==> src/rtl/nvm_wbuf_pkg.sv <==
package nvm_wbuf_pkg;
    typedef enum logic [2:0] {
        ST_IDLE,
        ST_WRITE,
        ST_RD_ARRAY,
        ST_RD_RETURN,
        ST_RD_HIT
    } wb_state_t;
endpackage

==> src/rtl/wbuf_store.sv <==
module wbuf_store #(
    parameter int DEPTH = 4,
    parameter int AW    = 8,
    parameter int DW    = 16,
    localparam int IW   = $clog2(DEPTH),
    localparam int CW   = $clog2(DEPTH + 1)
) (
    input  logic          clk,
    input  logic          rst_n,
    input  logic          wr_fire,
    input  logic [AW-1:0] wr_addr,
    input  logic [DW-1:0] wr_data,
    output logic          wr_ready,
    output logic          wr_hit,
    output logic [IW-1:0] wr_hit_idx,
    input  logic [AW-1:0] rd_addr,
    output logic          rd_hit,
    output logic [DW-1:0] rd_hit_data,
    input  logic          retire_en,
    input  logic [IW-1:0] retire_idx,
    input  logic [IW-1:0] sel_idx,
    output logic [AW-1:0] sel_addr,
    output logic [DW-1:0] sel_data,
    output logic [IW-1:0] head_idx,
    output logic          any_valid,
    output logic [CW-1:0] occupancy
);
    logic [DEPTH-1:0]  vld_q;
    logic [AW-1:0]     addr_q [DEPTH];
    logic [DW-1:0]     data_q [DEPTH];
    logic [DEPTH-1:0]  wr_match;
    logic [DEPTH-1:0]  rd_match;
    logic [IW-1:0]     free_idx;

    genvar g;
    for (g = 0; g < DEPTH; g++) begin : g_match
        assign wr_match[g] = vld_q[g] && (addr_q[g] == wr_addr);
        assign rd_match[g] = vld_q[g] && (addr_q[g] == rd_addr);
    end

    always_comb begin
        wr_hit_idx  = '0;
        rd_hit_data = '0;
        free_idx    = '0;
        head_idx    = '0;
        occupancy   = '0;
        for (int i = DEPTH - 1; i >= 0; i--) begin
            if (wr_match[i]) wr_hit_idx = IW'(i);
            if (rd_match[i]) rd_hit_data = data_q[i];
            if (!vld_q[i])   free_idx = IW'(i);
            if (vld_q[i])    head_idx = IW'(i);
            occupancy = occupancy + CW'(vld_q[i]);
        end
    end

    assign wr_hit    = |wr_match;
    assign rd_hit    = |rd_match;
    assign any_valid = |vld_q;
    assign wr_ready  = wr_hit || !(&vld_q);
    assign sel_addr  = addr_q[sel_idx];
    assign sel_data  = data_q[sel_idx];

    always_ff @(posedge clk) begin
        if (!rst_n) begin
            vld_q <= '0;
            for (int i = 0; i < DEPTH; i++) begin
                addr_q[i] <= '0;
                data_q[i] <= '0;
            end
        end else begin
            for (int i = 0; i < DEPTH; i++) begin
                if (retire_en && retire_idx == IW'(i)) begin
                    vld_q[i] <= 1'b0;
                end
                if (wr_fire && wr_hit && wr_hit_idx == IW'(i)) begin
                    data_q[i] <= wr_data;
                end else if (wr_fire && !wr_hit && free_idx == IW'(i)) begin
                    vld_q[i]  <= 1'b1;
                    addr_q[i] <= wr_addr;
                    data_q[i] <= wr_data;
                end
            end
        end
    end


    full_stall_chk: assert property (@(posedge clk) disable iff (!rst_n)
        !wr_ready |-> (occupancy == CW'(DEPTH)));


    merge_retire_excl_chk: assert property (@(posedge clk) disable iff (!rst_n)
        !(retire_en && wr_fire && wr_hit && wr_hit_idx == retire_idx));
endmodule

==> src/rtl/wbuf_ctrl.sv <==
module wbuf_ctrl
    import nvm_wbuf_pkg::*;
#(
    parameter int DEPTH   = 4,
    parameter int WR_LAT  = 8,
    parameter int HI_MARK = 3,
    parameter int LO_MARK = 1,
    localparam int IW     = $clog2(DEPTH),
    localparam int CW     = $clog2(DEPTH + 1),
    localparam int LW     = $clog2(WR_LAT)
) (
    input  logic          clk,
    input  logic          rst_n,
    input  logic          rd_valid,
    input  logic          rd_hit,
    input  logic          wr_fire,
    input  logic          wr_hit,
    input  logic [IW-1:0] wr_hit_idx,
    input  logic [CW-1:0] occupancy,
    input  logic          any_valid,
    input  logic [IW-1:0] head_idx,
    output logic          rd_ready,
    output logic          rd_fire,
    output logic          arr_we,
    output logic          arr_rd,
    output logic          rsp_valid,
    output logic          rsp_from_buf,
    output logic          retire_en,
    output logic [IW-1:0] act_idx
);
    wb_state_t     state_q, state_d;
    logic [LW-1:0] cnt_q;
    logic [IW-1:0] act_q;
    logic          drain_q;
    logic          merge_act;
    logic          we_live;
    logic          done;

    assign rd_ready  = (state_q == ST_IDLE || state_q == ST_WRITE) && !drain_q;
    assign rd_fire   = rd_valid && rd_ready;
    assign merge_act = (state_q == ST_WRITE) && wr_fire && wr_hit && (wr_hit_idx == act_q);
    assign we_live   = (state_q == ST_WRITE) && !rd_fire && !merge_act;
    assign done      = we_live && (cnt_q == LW'(WR_LAT - 1));

    always_comb begin
        state_d = state_q;
        unique case (state_q)
            ST_IDLE: begin
                if (rd_fire)        state_d = rd_hit ? ST_RD_HIT : ST_RD_ARRAY;
                else if (any_valid) state_d = ST_WRITE;
            end
            ST_WRITE: begin
                if (rd_fire)                state_d = rd_hit ? ST_RD_HIT : ST_RD_ARRAY;
                else if (merge_act || done) state_d = ST_IDLE;
            end
            ST_RD_ARRAY:  state_d = ST_RD_RETURN;
            ST_RD_RETURN: state_d = ST_IDLE;
            ST_RD_HIT:    state_d = ST_IDLE;
            default:      state_d = ST_IDLE;
        endcase
    end

    always_ff @(posedge clk) begin
        if (!rst_n) begin
            state_q <= ST_IDLE;
            cnt_q   <= '0;
            act_q   <= '0;
            drain_q <= 1'b0;
        end else begin
            state_q <= state_d;
            drain_q <= drain_q ? (occupancy >= CW'(LO_MARK)) : (occupancy >= CW'(HI_MARK));
            if (state_q == ST_IDLE && state_d == ST_WRITE) act_q <= head_idx;
            if (we_live && !done) cnt_q <= cnt_q + 1'b1;
            else                  cnt_q <= '0;
        end
    end

    always_comb begin
        arr_we       = we_live;
        arr_rd       = (state_q == ST_RD_ARRAY);
        rsp_valid    = (state_q == ST_RD_RETURN) || (state_q == ST_RD_HIT);
        rsp_from_buf = (state_q == ST_RD_HIT);
        retire_en    = done;
        act_idx      = act_q;
    end
endmodule

==> src/rtl/nvm_wbuf.sv <==
module nvm_wbuf #(
    parameter int DEPTH   = 4,
    parameter int AW      = 8,
    parameter int DW      = 16,
    parameter int WR_LAT  = 8,
    parameter int HI_MARK = 3,
    parameter int LO_MARK = 1
) (
    input  logic          clk,
    input  logic          rst_n,
    input  logic          wr_valid,
    output logic          wr_ready,
    input  logic [AW-1:0] wr_addr,
    input  logic [DW-1:0] wr_data,
    input  logic          rd_valid,
    output logic          rd_ready,
    input  logic [AW-1:0] rd_addr,
    output logic          rsp_valid,
    output logic [DW-1:0] rsp_data,
    output logic          arr_we,
    output logic          arr_rd,
    output logic [AW-1:0] arr_addr,
    output logic [DW-1:0] arr_wdata,
    input  logic [DW-1:0] arr_rdata
);
    localparam int IW = $clog2(DEPTH);
    localparam int CW = $clog2(DEPTH + 1);

    logic          wr_fire, wr_hit, rd_hit, rd_fire;
    logic [IW-1:0] wr_hit_idx, head_idx, act_idx;
    logic [DW-1:0] rd_hit_data, sel_data;
    logic [AW-1:0] sel_addr;
    logic          any_valid, retire_en, rsp_from_buf;
    logic [CW-1:0] occupancy;
    logic [AW-1:0] rd_addr_q;
    logic [DW-1:0] hit_data_q;

    assign wr_fire = wr_valid && wr_ready;

    wbuf_store #(.DEPTH(DEPTH), .AW(AW), .DW(DW)) i_store (
        .clk(clk), .rst_n(rst_n),
        .wr_fire(wr_fire), .wr_addr(wr_addr), .wr_data(wr_data),
        .wr_ready(wr_ready), .wr_hit(wr_hit), .wr_hit_idx(wr_hit_idx),
        .rd_addr(rd_addr), .rd_hit(rd_hit), .rd_hit_data(rd_hit_data),
        .retire_en(retire_en), .retire_idx(act_idx),
        .sel_idx(act_idx), .sel_addr(sel_addr), .sel_data(sel_data),
        .head_idx(head_idx), .any_valid(any_valid), .occupancy(occupancy)
    );

    wbuf_ctrl #(.DEPTH(DEPTH), .WR_LAT(WR_LAT), .HI_MARK(HI_MARK), .LO_MARK(LO_MARK)) i_ctrl (
        .clk(clk), .rst_n(rst_n),
        .rd_valid(rd_valid), .rd_hit(rd_hit),
        .wr_fire(wr_fire), .wr_hit(wr_hit), .wr_hit_idx(wr_hit_idx),
        .occupancy(occupancy), .any_valid(any_valid), .head_idx(head_idx),
        .rd_ready(rd_ready), .rd_fire(rd_fire),
        .arr_we(arr_we), .arr_rd(arr_rd),
        .rsp_valid(rsp_valid), .rsp_from_buf(rsp_from_buf),
        .retire_en(retire_en), .act_idx(act_idx)
    );

    always_ff @(posedge clk) begin
        if (!rst_n) begin
            rd_addr_q  <= '0;
            hit_data_q <= '0;
        end else if (rd_fire) begin
            rd_addr_q  <= rd_addr;
            hit_data_q <= rd_hit_data;
        end
    end

    assign arr_addr  = arr_rd ? rd_addr_q : sel_addr;
    assign arr_wdata = sel_data;
    assign rsp_data  = rsp_from_buf ? hit_data_q : arr_rdata;


    single_port_chk: assert property (@(posedge clk) disable iff (!rst_n)
        !(arr_we && arr_rd));


    wr_hold_chk: assert property (@(posedge clk) disable iff (!rst_n)
        (arr_we && $past(arr_we)) |-> ($stable(arr_addr) && $stable(arr_wdata)));


    rd_return_chk: assert property (@(posedge clk) disable iff (!rst_n)
        arr_rd |=> rsp_valid);


    drain_block_chk: assert property (@(posedge clk) disable iff (!rst_n)
        (occupancy >= CW'(HI_MARK)) |=> !rd_ready);
endmodule

==> config.mk <==
export PLATFORM = sky130hd
export DESIGN_NAME = nvm_wbuf
export DESIGN_NICKNAME = d
export VERILOG_FILES = /design/src/rtl/nvm_wbuf_pkg.sv /design/src/rtl/wbuf_store.sv /design/src/rtl/wbuf_ctrl.sv /design/src/rtl/nvm_wbuf.sv
export SDC_FILE = /design/constraint.sdc
export NUM_CORES = 1
export LEC_CHECK = 0
export BUFFER_PORTS_ARGS = -buffer_cell sky130_fd_sc_hd__buf_2
export CAP_MARGIN = 20
export CORE_MARGIN = 3
export CORE_UTILIZATION = 40
export DETAILED_ROUTE_END_ITERATION = 8
export PLACE_DENSITY = 0.63
export RECOVER_POWER = 100
export SYNTH_ARGS = -nofsm -noshare
export SYNTH_HDL_FRONTEND = slang
export SYNTH_SLANG_ARGS = --single-unit
==> constraint.sdc <==
create_clock -name clk -period 6.6 [get_ports clk]
set_input_delay 0.66 -clock clk [delete_from_list [all_inputs] [get_ports clk]]
set_output_delay 0.66 -clock clk [all_outputs]
set_load 0.005 [all_outputs]
==> results.toml <==
[yosys]
yosys-top-cells-area = "edfxtp_1 (39%), dfxtp_1 (10%), mux4_2 (7.3%), xnor2_1 (6.6%), nor2_1 (4.5%)"
synthCells = 681
yosysWarnings = 0
syn-num-nets = 743
ys_types = 53
yosys.cell_count.top_type = "edfxtp_1"
yosysSeqAreaShare_pct = 49.3
ys_ff_latch = 135
synth_edf_count = 96
avgSynthCellArea_um2 = 10.9
synth_common_cells = "edfxtp_1 (96), nor2_1 (89), nand2_1 (62), xnor2_1 (56), dfxtp_1 (39)"
netlist_area_um2 = 7440
yosys.area.top_type = "edfxtp_1"
async_reset_ff_share_pct = 0
synth_top_area_share_pct = 38.8
ys.flop_type = "edfxtp_1"

[detailed_routing]
drtPass1Iterations = 5
drc = 0
via_count = 5628
vias_per_cell = 5.68
post_drt_wl_per_cell_um = 21.3
postRouteAntennaNets = 0
first_iter_violations = 450
wl_mm = 21.1

[global_routing]
grt_max_degree = 41
grt_antenna_before_repair = 0
grt-ovfl-total = 0
grt_pass1_wl_mm = 32.1
grt_usage_pct = 20.9
grt_pass1_vias = 5389

[placed_design]
dpl.cell_count = 957
io_buffers = 96
hpwl_mm = 14.9
routabilityCongestion = 0.907

[critical_path]
endpoint = "hit_data_q[3]$_SDFFE_PN0P_"
cp.arrival_ps = 4520
crit_cells = 7
reg2reg_slack_ps = 2320
end_kind = "flip-flop"
slowest_delay_ps = 1480
worstSetupStartpointType = "flip-flop"
path_class = "reg -> reg"
critPathMaxFanout = 16
required_ps = 6840
crit_buf_inv = 0
r2r_start = "i_store.addr_q[2][1]$_SDFFCE_PN0P_"
crit_start = "i_store.addr_q[2][1]$_SDFFCE_PN0P_"
cp_top_family = "simple AND/OR/NAND/NOR gates"
rr_endpoint = "hit_data_q[3]$_SDFFE_PN0P_"
rr_worst_depth = 7
slowest_stage = "nor4_1"
cp_cell_sequence = "xnor2_1, nand3_1, nor4_1, nor2_1, a221oi_1, a2bb2oi_1, a21oi_1"

[clocking]
clk_pin_slew_ps = 60
cts_buffers = 17
cts_hold_buf = 0
cts_setup_buffers = 0
clock_latency_ps = 430
post_cts_resized = 0
cts_tree = "done"
cts_num_sinks = 135
ctsRootBufferMaster = "clkbuf_16"
cts_buffer_depth = 2
htreeDepth = 4

[pwr]
power.total_w = 0.00221
cellLeakagePower_nw = 3.06
power_density_nw_per_um2 = 260
peakVddDrop_uv = 203

[die]
core_um2 = 18100
die_h_um = 142
die_x_um = 142
core.rowCount = 49
io_pins = 97
initial_core_util_pct = 41.1
dieArea_um2 = 20300

[timing]
max_freq_mhz = 233
period_share_pct = 64.9
fin_tns_setup_ps = 0
worst_hold_slack_ps = 443
finClkSkew_ps = 7.77
hold_violations = 0
slew-limit-headroom_pct = -36.9
maxSlewViolCount = 169
tightest_slew_ps = 2050
min_period_ps = 4280
finalSetupViolCount = 0
rsz0062_at_grt = "false"

[final_layout]
nets = 811
final_core_util_pct = 47.1
final_cells = 991
insertedDiodeCount = 0
area_delta_synth_final_pct = 14.6
layout-drive-gt1-share_pct = 21.9

[status]
violations = "capacitance limit, slew limit"
status = "complete, but fails checks"

[min_path]
hold_class = "reg -> reg"

[job]
cap_violations = 6
## power breakdown
part | internal, W | switching [W]
logic | 0.000110 | 0.000145
clock network | 0.000586 | 0.000365
registers | 0.000962 | 0.0000449
## cell families (layout without fill, tap and decap cells)
logic type	after synthesis	in the layout	synth area share (%)
AO/OA/AOI/OAI	113	113	10.0
flip-flops	135	135	49.3
XOR/XNOR	64	64	7.54
adder cells (fa/ha/maj)	10	10	1.78
buffers and inverters	66	147	4.24
AND/OR/NAND/NOR	243	243	16.0
multiplexers	50	50	11.2
## area by class of cell
| class | instances | area [um2] |
|---|---|---|
| Clock buffer | 21 | 470 |
| Timing Repair Buffer | 106 | 522 |
| Multi-Input combinational cell | 480 | 3420 |
| Inverter | 9 | 33.8 |
| Fill cell | 1640 | 9560 |
| Clock inverter | 11 | 123 |
| Sequential cell | 135 | 3660 |
| Tap cell | 229 | 287 |
## routing by layer
metal / GRT usage (%) / wire, um / up-vias
li1: - / - / 2610
met1: 29.5 / 9430 / 2724
met2: 31.8 / 9530 / 249
met3: 4.70 / 1600 / 45
met4: 7.80 / 521 / 0
met5: 0 / 0 / -
## worst min-delay path by stage
stage                     cells past startpoint                  startpoint  slack (ps)                         end
final                                         1  i_ctrl.cnt_q[0]$_SDFF_PN0_         440  i_ctrl.cnt_q[0]$_SDFF_PN0_
after global placement                        1  i_ctrl.cnt_q[0]$_SDFF_PN0_         420  i_ctrl.cnt_q[0]$_SDFF_PN0_
after detailed placement                      1  i_ctrl.cnt_q[0]$_SDFF_PN0_         450  i_ctrl.cnt_q[0]$_SDFF_PN0_
after floorplan                               1  i_ctrl.cnt_q[0]$_SDFF_PN0_         410  i_ctrl.cnt_q[0]$_SDFF_PN0_
after global routing                          1  i_ctrl.cnt_q[0]$_SDFF_PN0_         490  i_ctrl.cnt_q[0]$_SDFF_PN0_
after CTS                                     1  i_ctrl.cnt_q[0]$_SDFF_PN0_         460  i_ctrl.cnt_q[0]$_SDFF_PN0_
## cells in the final DEF (no fill, tap or decap), types with 10 or more instances in the layout
cell type,netlist,routed
a21boi_0,11,12
a21oi_1,26,26
and3_1,10,10
buf_2,9,72
clkbuf_1,36,29
clkbuf_16,0,17
dfxtp_1,39,39
edfxtp_1,96,96
mux2_2,24,24
mux4_2,24,24
nand2_1,62,62
nand3_1,12,12
nand4_1,11,12
nor2_1,89,90
o21ai_0,31,32
xnor2_1,56,56
## state kept, by name, summed over array words and instances (netlist names), named ones only
register	flops
i_store.data_q	64
i_store.addr_q	32
hit_data_q	16
rd_addr_q	8
i_store.vld_q	4
i_ctrl.cnt_q	3
i_ctrl.state_q	3
i_ctrl.act_idx	2
i_ctrl.drain_q	1
## metrics by stage
stage	setup WS, ps	cell area [um2]
5_1_grt	2010	8520
3_5_place_dp	2750	8020
6_report	2320	8520
2_1_floorplan	3680	7440
3_3_place_gp	2800	7980
4_1_cts	3080	8610
(Power assumes the default switching activity.)
